File: config.mk
export PLATFORM = sky130hd
export DESIGN_NAME = bus_wait_ctrl
export DESIGN_NICKNAME = d
export VERILOG_FILES = /design/src/rtl/bwc_pkg.sv /design/src/rtl/bwc_wait_cfg.sv /design/src/rtl/bwc_ready_sync.sv /design/src/rtl/bwc_wait_seq.sv /design/src/rtl/bus_wait_ctrl.sv
export SDC_FILE = /design/constraint.sdc
export NUM_CORES = 1
export LEC_CHECK = 0
export BUFFER_PORTS_ARGS = -buffer_cell sky130_fd_sc_hd__buf_2
export CAP_MARGIN = 40
export CORE_MARGIN = 2
export CORE_UTILIZATION = 35
export CTS_CLUSTER_DIAMETER = 60
export DETAILED_ROUTE_END_ITERATION = 10
export PLACE_DENSITY = 0.63
export SLEW_MARGIN = 20
export SYNTH_ARGS = -nofsm -noshare
export SYNTH_HDL_FRONTEND = slang
export SYNTH_SLANG_ARGS = --single-unit
File: constraint.sdc
create_clock -name clk -period 2.4 [get_ports clk]
set_clock_uncertainty 0.2 [all_clocks]
set_input_delay 0.24 -clock clk [delete_from_list [all_inputs] [get_ports clk]]
set_output_delay 0.24 -clock clk [all_outputs]
set_load 0.05 [all_outputs]
File: src/rtl/bwc_pkg.sv
package bwc_pkg;
  localparam int unsigned CT_W = 2;

  typedef enum logic [CT_W-1:0] {
    BC_CPU_MEM = 2'd0,
    BC_DMA     = 2'd1,
    BC_REFRESH = 2'd2,
    BC_PLAIN   = 2'd3
  } bus_cyc_e;

  typedef enum logic [1:0] {
    PH_IDLE = 2'd0,
    PH_T2   = 2'd1,
    PH_TW   = 2'd2,
    PH_T3   = 2'd3
  } bus_phase_e;
endpackage

File: src/rtl/bwc_wait_cfg.sv
module bwc_wait_cfg #(
  parameter int unsigned N_TYPES     = 3,
  parameter int unsigned WAIT_W      = 2,
  parameter int unsigned SEL_W       = 2,
  parameter int unsigned RESET_WAITS = 3
) (
  input  logic                             clk,
  input  logic                             rst_n,
  input  logic                             wr_en,
  input  logic [SEL_W-1:0]                 wr_sel,
  input  logic [WAIT_W-1:0]                wr_val,
  output logic [N_TYPES-1:0][WAIT_W-1:0]   fields
);
  localparam logic [WAIT_W-1:0] RST_VAL = WAIT_W'(RESET_WAITS);

  for (genvar g = 0; g < N_TYPES; g++) begin : g_field
    logic              fld_en;
    logic [WAIT_W-1:0] fld_d;
    logic [WAIT_W-1:0] fld_q;

    always_comb begin
      fld_en = wr_en && (wr_sel == SEL_W'(g));
      fld_d  = wr_val;
    end

    always_ff @(posedge clk or negedge rst_n) begin
      if (!rst_n) begin
        fld_q <= RST_VAL;
      end else if (fld_en) begin
        fld_q <= fld_d;
      end
    end

    assign fields[g] = fld_q;


    cfg_write_lands_chk: assert property (@(posedge clk) disable iff (!rst_n)
      (wr_en && wr_sel == SEL_W'(g)) |=> (fields[g] == $past(wr_val)));
  end
endmodule

File: src/rtl/bwc_ready_sync.sv
module bwc_ready_sync #(
  parameter int unsigned STAGES = 2
) (
  input  logic clk,
  input  logic rst_n,
  input  logic ready_in,
  output logic ready_s
);
  logic [STAGES-1:0] chain_d;
  logic [STAGES-1:0] chain_q;

  always_comb begin
    chain_d = {chain_q[STAGES-2:0], ready_in};
  end

  always_ff @(posedge clk or negedge rst_n) begin
    if (!rst_n) begin
      chain_q <= '1;
    end else begin
      chain_q <= chain_d;
    end
  end

  assign ready_s = chain_q[STAGES-1];

  if (STAGES == 2) begin : g_lag_chk

    sync_lag_chk: assert property (@(posedge clk) disable iff (!rst_n)
      ($fell(ready_s)) |-> (!$past(ready_in, 2)));
  end
endmodule

File: src/rtl/bwc_wait_seq.sv
module bwc_wait_seq
  import bwc_pkg::*;
#(
  parameter int unsigned N_TYPES = 3,
  parameter int unsigned WAIT_W  = 2
) (
  input  logic                           clk,
  input  logic                           rst_n,
  input  logic                           cyc_start,
  input  logic [CT_W-1:0]                cyc_type,
  input  logic [N_TYPES-1:0][WAIT_W-1:0] fields,
  input  logic                           ready_s,
  output logic                           wait_active,
  output logic                           in_t3
);
  bus_phase_e        ph_d, ph_q;
  logic [WAIT_W-1:0] cnt_d, cnt_q;
  logic [WAIT_W-1:0] sel_d, sel_q;
  logic [WAIT_W-1:0] picked;
  logic [WAIT_W-1:0] cnt_dec;
  logic              sel_en;
  logic              cnt_en;

  always_comb begin
    picked = '0;
    for (int i = 0; i < N_TYPES; i++) begin
      if (cyc_type == CT_W'(i)) picked = fields[i];
    end
  end

  always_comb begin
    cnt_dec = (cnt_q != '0) ? (cnt_q - WAIT_W'(1)) : '0;
    sel_en  = (ph_q == PH_IDLE) && cyc_start;
    sel_d   = picked;
    cnt_en  = (ph_q == PH_T2) || (ph_q == PH_TW);
    cnt_d   = cnt_q;
    ph_d    = ph_q;
    unique case (ph_q)
      PH_IDLE: if (cyc_start) ph_d = PH_T2;
      PH_T2: begin
        cnt_d = sel_q;
        ph_d  = (sel_q == '0 && ready_s) ? PH_T3 : PH_TW;
      end
      PH_TW: begin
        cnt_d = cnt_dec;
        if (cnt_dec == '0 && ready_s) ph_d = PH_T3;
      end
      PH_T3:   ph_d = PH_IDLE;
      default: ph_d = PH_IDLE;
    endcase
  end

  always_ff @(posedge clk or negedge rst_n) begin
    if (!rst_n) begin
      ph_q <= PH_IDLE;
    end else begin
      ph_q <= ph_d;
    end
  end

  always_ff @(posedge clk or negedge rst_n) begin
    if (!rst_n) begin
      sel_q <= '0;
    end else if (sel_en) begin
      sel_q <= sel_d;
    end
  end

  always_ff @(posedge clk or negedge rst_n) begin
    if (!rst_n) begin
      cnt_q <= '0;
    end else if (cnt_en) begin
      cnt_q <= cnt_d;
    end
  end

  assign wait_active = (ph_q == PH_TW);
  assign in_t3       = (ph_q == PH_T3);


  t3_needs_ready_chk: assert property (@(posedge clk) disable iff (!rst_n)
    $rose(in_t3) |-> $past(ready_s));


  count_floor_chk: assert property (@(posedge clk) disable iff (!rst_n)
    (wait_active && cnt_q > WAIT_W'(1)) |=> wait_active);


  t3_single_chk: assert property (@(posedge clk) disable iff (!rst_n)
    in_t3 |=> (!in_t3 && !wait_active));


  t2_then_move_chk: assert property (@(posedge clk) disable iff (!rst_n)
    (ph_q == PH_IDLE && cyc_start) |=> ##1 (wait_active || in_t3));
endmodule

File: src/rtl/bus_wait_ctrl.sv
module bus_wait_ctrl
  import bwc_pkg::*;
#(
  parameter int unsigned WAIT_W      = 2,
  parameter int unsigned N_TYPES     = 3,
  parameter int unsigned SYNC_STAGES = 2,
  parameter int unsigned RESET_WAITS = 3
) (
  input  logic              clk,
  input  logic              rst_n,
  input  logic              cfg_we,
  input  logic [CT_W-1:0]   cfg_sel,
  input  logic [WAIT_W-1:0] cfg_wdata,
  input  logic              cyc_start,
  input  logic [CT_W-1:0]   cyc_type,
  input  logic              ready_in,
  output logic              wait_active,
  output logic              in_t3
);
  logic [N_TYPES-1:0][WAIT_W-1:0] fields;
  logic                           ready_s;

  bwc_wait_cfg #(
    .N_TYPES    (N_TYPES),
    .WAIT_W     (WAIT_W),
    .SEL_W      (CT_W),
    .RESET_WAITS(RESET_WAITS)
  ) u_cfg (
    .clk   (clk),
    .rst_n (rst_n),
    .wr_en (cfg_we),
    .wr_sel(cfg_sel),
    .wr_val(cfg_wdata),
    .fields(fields)
  );

  bwc_ready_sync #(
    .STAGES(SYNC_STAGES)
  ) u_sync (
    .clk     (clk),
    .rst_n   (rst_n),
    .ready_in(ready_in),
    .ready_s (ready_s)
  );

  bwc_wait_seq #(
    .N_TYPES(N_TYPES),
    .WAIT_W (WAIT_W)
  ) u_seq (
    .clk        (clk),
    .rst_n      (rst_n),
    .cyc_start  (cyc_start),
    .cyc_type   (cyc_type),
    .fields     (fields),
    .ready_s    (ready_s),
    .wait_active(wait_active),
    .in_t3      (in_t3)
  );
endmodule

==> impl.org <==
** Run status
- Result of the run :: finished, final reports clean

** Floorplanning
- Die boundary height :: 48.9 um
- Top-level I/O count :: 13
- Measured along the x axis, the die boundary spans 48.9 um.
- Initial core utilization :: 36.4%
- Core area :: 1940 um^2
- Total Die Area :: 2400 um^2
- The floorplan has 16 rows.

** Final layout
- The post-route netlist has 45.3% of its cells at a drive strength greater than 1.
- Summing all flip-flop and latch instances after layout gives 360 um^2.
- Count of antenna diodes in the layout :: 0
- Fill cell total of the finished layout :: 205
- Final net count :: 92
- Leaving out filler cells and counting taps, the final layout contains 102.
- Relative area change from synthesis to final layout :: 21.2%
- Summing all multi-input logic gate instances after layout gives 335 um^2.

** Min path
- Beginning of the worst hold path :: cyc_start
- In this run the worst hold path is classified as primary input to register.

** STA
- The routed design could run at a clock period as short as 1.88 ns.
- The max-slew violation count is 0.
- Setup repair after global routing left no endpoint under its margin.
- Dividing the final minimum period by the clock period gives 78.5%.
- Based on the critical path, the design can be clocked at up to 531 MHz.
- Total Negative Setup Slacks :: 0 ns
- Setup violations remaining at the end of the flow were counted as 0.
- Max-slew headroom at the worst pin :: 79.7%
- The number of hold-slack violations in the final timing report came to 0.
- Measured slew at the worst slew-check pin :: 0.305 ns

** Flow run
- Max-cap violations in this run came to 0.

** Route
- Across all layers, the routed design uses 496 vias.
- Met1 wire length :: 558 um
- DRT antenna net count :: 0
- Vias/cell :: 4.86
- Signal routing reaches up to met4.
- Count of TritonRoute iterations in the first routing pass :: 4
- After detailed routing, the met3 layer carries 46 um of wire.
- After detailed routing, the average wire length per cell comes to 11.6 um.
- Number of remaining DRC errors :: 0
- Detailed route wirelength on metal2 :: 567 um
- Starting DRC count in detailed routing :: 9
- The routed design has 1.19 mm of wire.

** Synth
- Sequential area share after synthesis :: 51.0%
- Synthesized area :: 707 um^2
- Count of cell types in the netlist :: 21
- After synthesis the netlist holds a flip-flop and latch count of 14.
- In the synthesized netlist, mux cells make up 14.5% of the area.
- Largest family of logic cells by synthesized area :: multiplexers
- For this run, the leading register cell type out of synthesis is dfstp_2.
- In the synthesized netlist, the number of instances is 57.
- Adder and majority cell fraction of the synthesized area :: 8.85%
- Post-synthesis xor/xnor area fraction :: 0%
- After Yosys synthesis, and, or, nand and nor cells account for 10.3% of the synthesized area.
- After synthesis, the mean cell area works out to 12.4 um^2.
- Post-synthesis compound-gate area fraction :: 13.8%
- Counting flops with an async set or reset pin after synthesis yields a share of 100%.
- The synthesized design contains 0 enable-type register cells.
- Synthesis produced a netlist with a net count of 73.
- The Yosys step of the flow raised 0 warnings.

** Clock network
- TritonCTS clock tree :: built
- Num CTS Buffers :: 3
- Counting along the longest clock path gives a buffer depth of 2.
- For this design, the sink count on the clock tree is 14.
- H-tree depth :: 1
- CTS clk-pin slew, worst paths :: 0.09 ns
- Post-cts gate resize count :: 0
- Root Buffer :: clkbuf_4
- Clk_lat worst skew :: 0.27 ns

** Worst setup path
- FF-to-FF Start :: u_seq.ph_q[0]
- By startpoint and endpoint, the worst setup path is classified as register to output port.
- The worst setup path is launched from a register.
- Beginning of the critical path :: u_seq.ph_q[0]
- Kind of capture point of the worst setup path :: output port
- Endpoint required time on the critical path :: 1.96 ns
- Arrival time reported for the critical path endpoint :: 1.44 ns
- Peak fanout along the critical path :: 6

** Global route
- The number of global-route vias before repair is 464.
- The initial antenna violation count was 0.
- The first global-routing pass estimated 2.04 mm of wire.
- Entering global routing, the biggest net connects 15 pins.
- Total gr overflow :: 0
- Tot GR Track Use :: 11.1%

** Pwr
- Combinational fraction of design power :: 43.9%
- In this run, the clock network consumes 16.7% of the power.
- Largest vdd supply drop :: 0.456 mV
- In this run, flip-flops and latches consume 39.3% of the power.
- For this design the total switching power over the nets is 0.000378 W.
- For this design the ratio of total power to cell area is 1160 nW/um^2.
- Internal power comes to 0.000618 W.
- Leakage Power :: 0.382 nW
- Net switching is 37.9% of the power.

** Placement
- Number of placed cells counting well taps :: 96
- Detailed Place HPWL :: 965 um
- Input and output buffers added on the ports amount to 12.
- Routability-driven placement finished with a final weighted congestion of 0.729.
[per-stage QoR]
| step | utilization (%) | setup WS [ns] | hold slack, ns | cell area, um^2 | total power, W |
|---|---|---|---|---|---|
| floorplan | - | 0.574 | -0.256 | 707 | 0.000735 |
| global placement | 41.2 | 0.749 | -0.0470 | 801 | 0.000812 |
| detailed placement | 41.2 | 0.656 | -0.0529 | 801 | 0.000834 |
| CTS | 44.1 | 0.511 | 0.000920 | 857 | 0.00100 |
| global route | 44.1 | 0.427 | 0.00404 | 857 | 0.00108 |
| finish | 44.1 | 0.516 | 0.00185 | 857 | 0.000996 |
[state kept, by name (all words and copies together), names as in the netlist]
| name | flops |
|---|---|
| u_cfg.g_field.fld_q | 6 |
| u_seq.cnt_q | 2 |
| u_seq.ph_q | 2 |
| u_seq.sel_q | 2 |
| u_sync.chain_q | 2 |
[layer usage]
layer	GRT usage, %	vias up
li1	-	242
met1	14.2	242
met2	17.4	10
met3	3.68	2
met4	4.29	0
met5	0	-
[area by class of cell]
class	instances	area share, %
sequential	14	42.0
multi-input combinational	40	39.1
timing repair buffer	14	9.34
clock buffer	4	4.23
tap	27	3.94
inverter	3	1.31
[power by group through the flow]
stage	sequential (W)	clock, W	combinational, W
2_1_floorplan	0.000375	0	0.000361
3_5_place_dp	0.000398	0	0.000436
3_3_place_gp	0.000390	0	0.000422
4_1_cts	0.000392	0.000171	0.000441
5_1_grt	0.000405	0.000182	0.000492
6_report	0.000392	0.000167	0.000438
[cells in the final DEF, fill, tap and decap left out, drive strengths merged]
cell type | Yosys | final
nor3b | 1 | 1
a211oi | 1 | 1
buf | 0 | 12
dfrtp | 6 | 6
o22a | 2 | 2
a21oi | 4 | 4
ha | 5 | 5
nand2 | 5 | 5
clkbuf | 0 | 4
a2bb2oi | 2 | 2
nand2b | 1 | 1
nor2 | 3 | 3
mux2 | 7 | 7
mux2i | 2 | 2
a32o | 1 | 1
a311oi | 1 | 1
dlygate4sd3 | 0 | 2
nand3b | 2 | 2
nor2b | 1 | 1
inv | 3 | 3
dfstp | 8 | 8
a31oi | 2 | 2
[what timing repair did]
action	in CTS	in global routing
setup endpoints to repair	0	0
hold endpoints to repair	15	0
hold buffers	2	0
buffers inserted	0	0
[synth_stat cells (all sizes together) (2+ instances only)]
cell     n  area (um^2)
a31oi    2         12.5
a21oi    4         23.8
a2bb2oi  2         17.5
nor2     3         11.3
ha       5         62.6
mux2     7         82.6
o22a     2         17.5
inv      3         11.3
mux2i    2         20.0
nand2    5         18.8
dfrtp    6          150
nand3b   2         15.0
dfstp    8          210
[logic make-up (layout without fill, tap and decap cells)]
logic type                 count (synthesis)  after routing
DFF                                       14             14
muxes                                      9              9
buffers and inverters                      3             21
adders and majority gates                  5              5
AOI/OAI and AO/OA                         13             13
and+or+nand+nor                           13             13
[worst max-delay path, stage by stage, from the launching register on]
cell and delay, ns:
dfrtp_1 0.43, inv_1 0.14, ha_1 0.29, buf_2 0.31
[path summary, 6_finish.rpt]
path                                                  end  slack, ns  depth (start not counted)
worst max-delay path                          wait_active       0.52                          3
worst min-delay path                       u_seq.sel_q[0]      0.002                          2
worst max register to register              u_seq.ph_q[1]       0.66                          5
worst min register to register          u_sync.chain_q[1]       0.16                          0
max in group asynchronous       u_cfg.g_field[0].fld_q[1]       1.53                          2
min in group asynchronous                  u_seq.sel_q[1]       0.18                          2
Power figures use the tool's default switching activity.
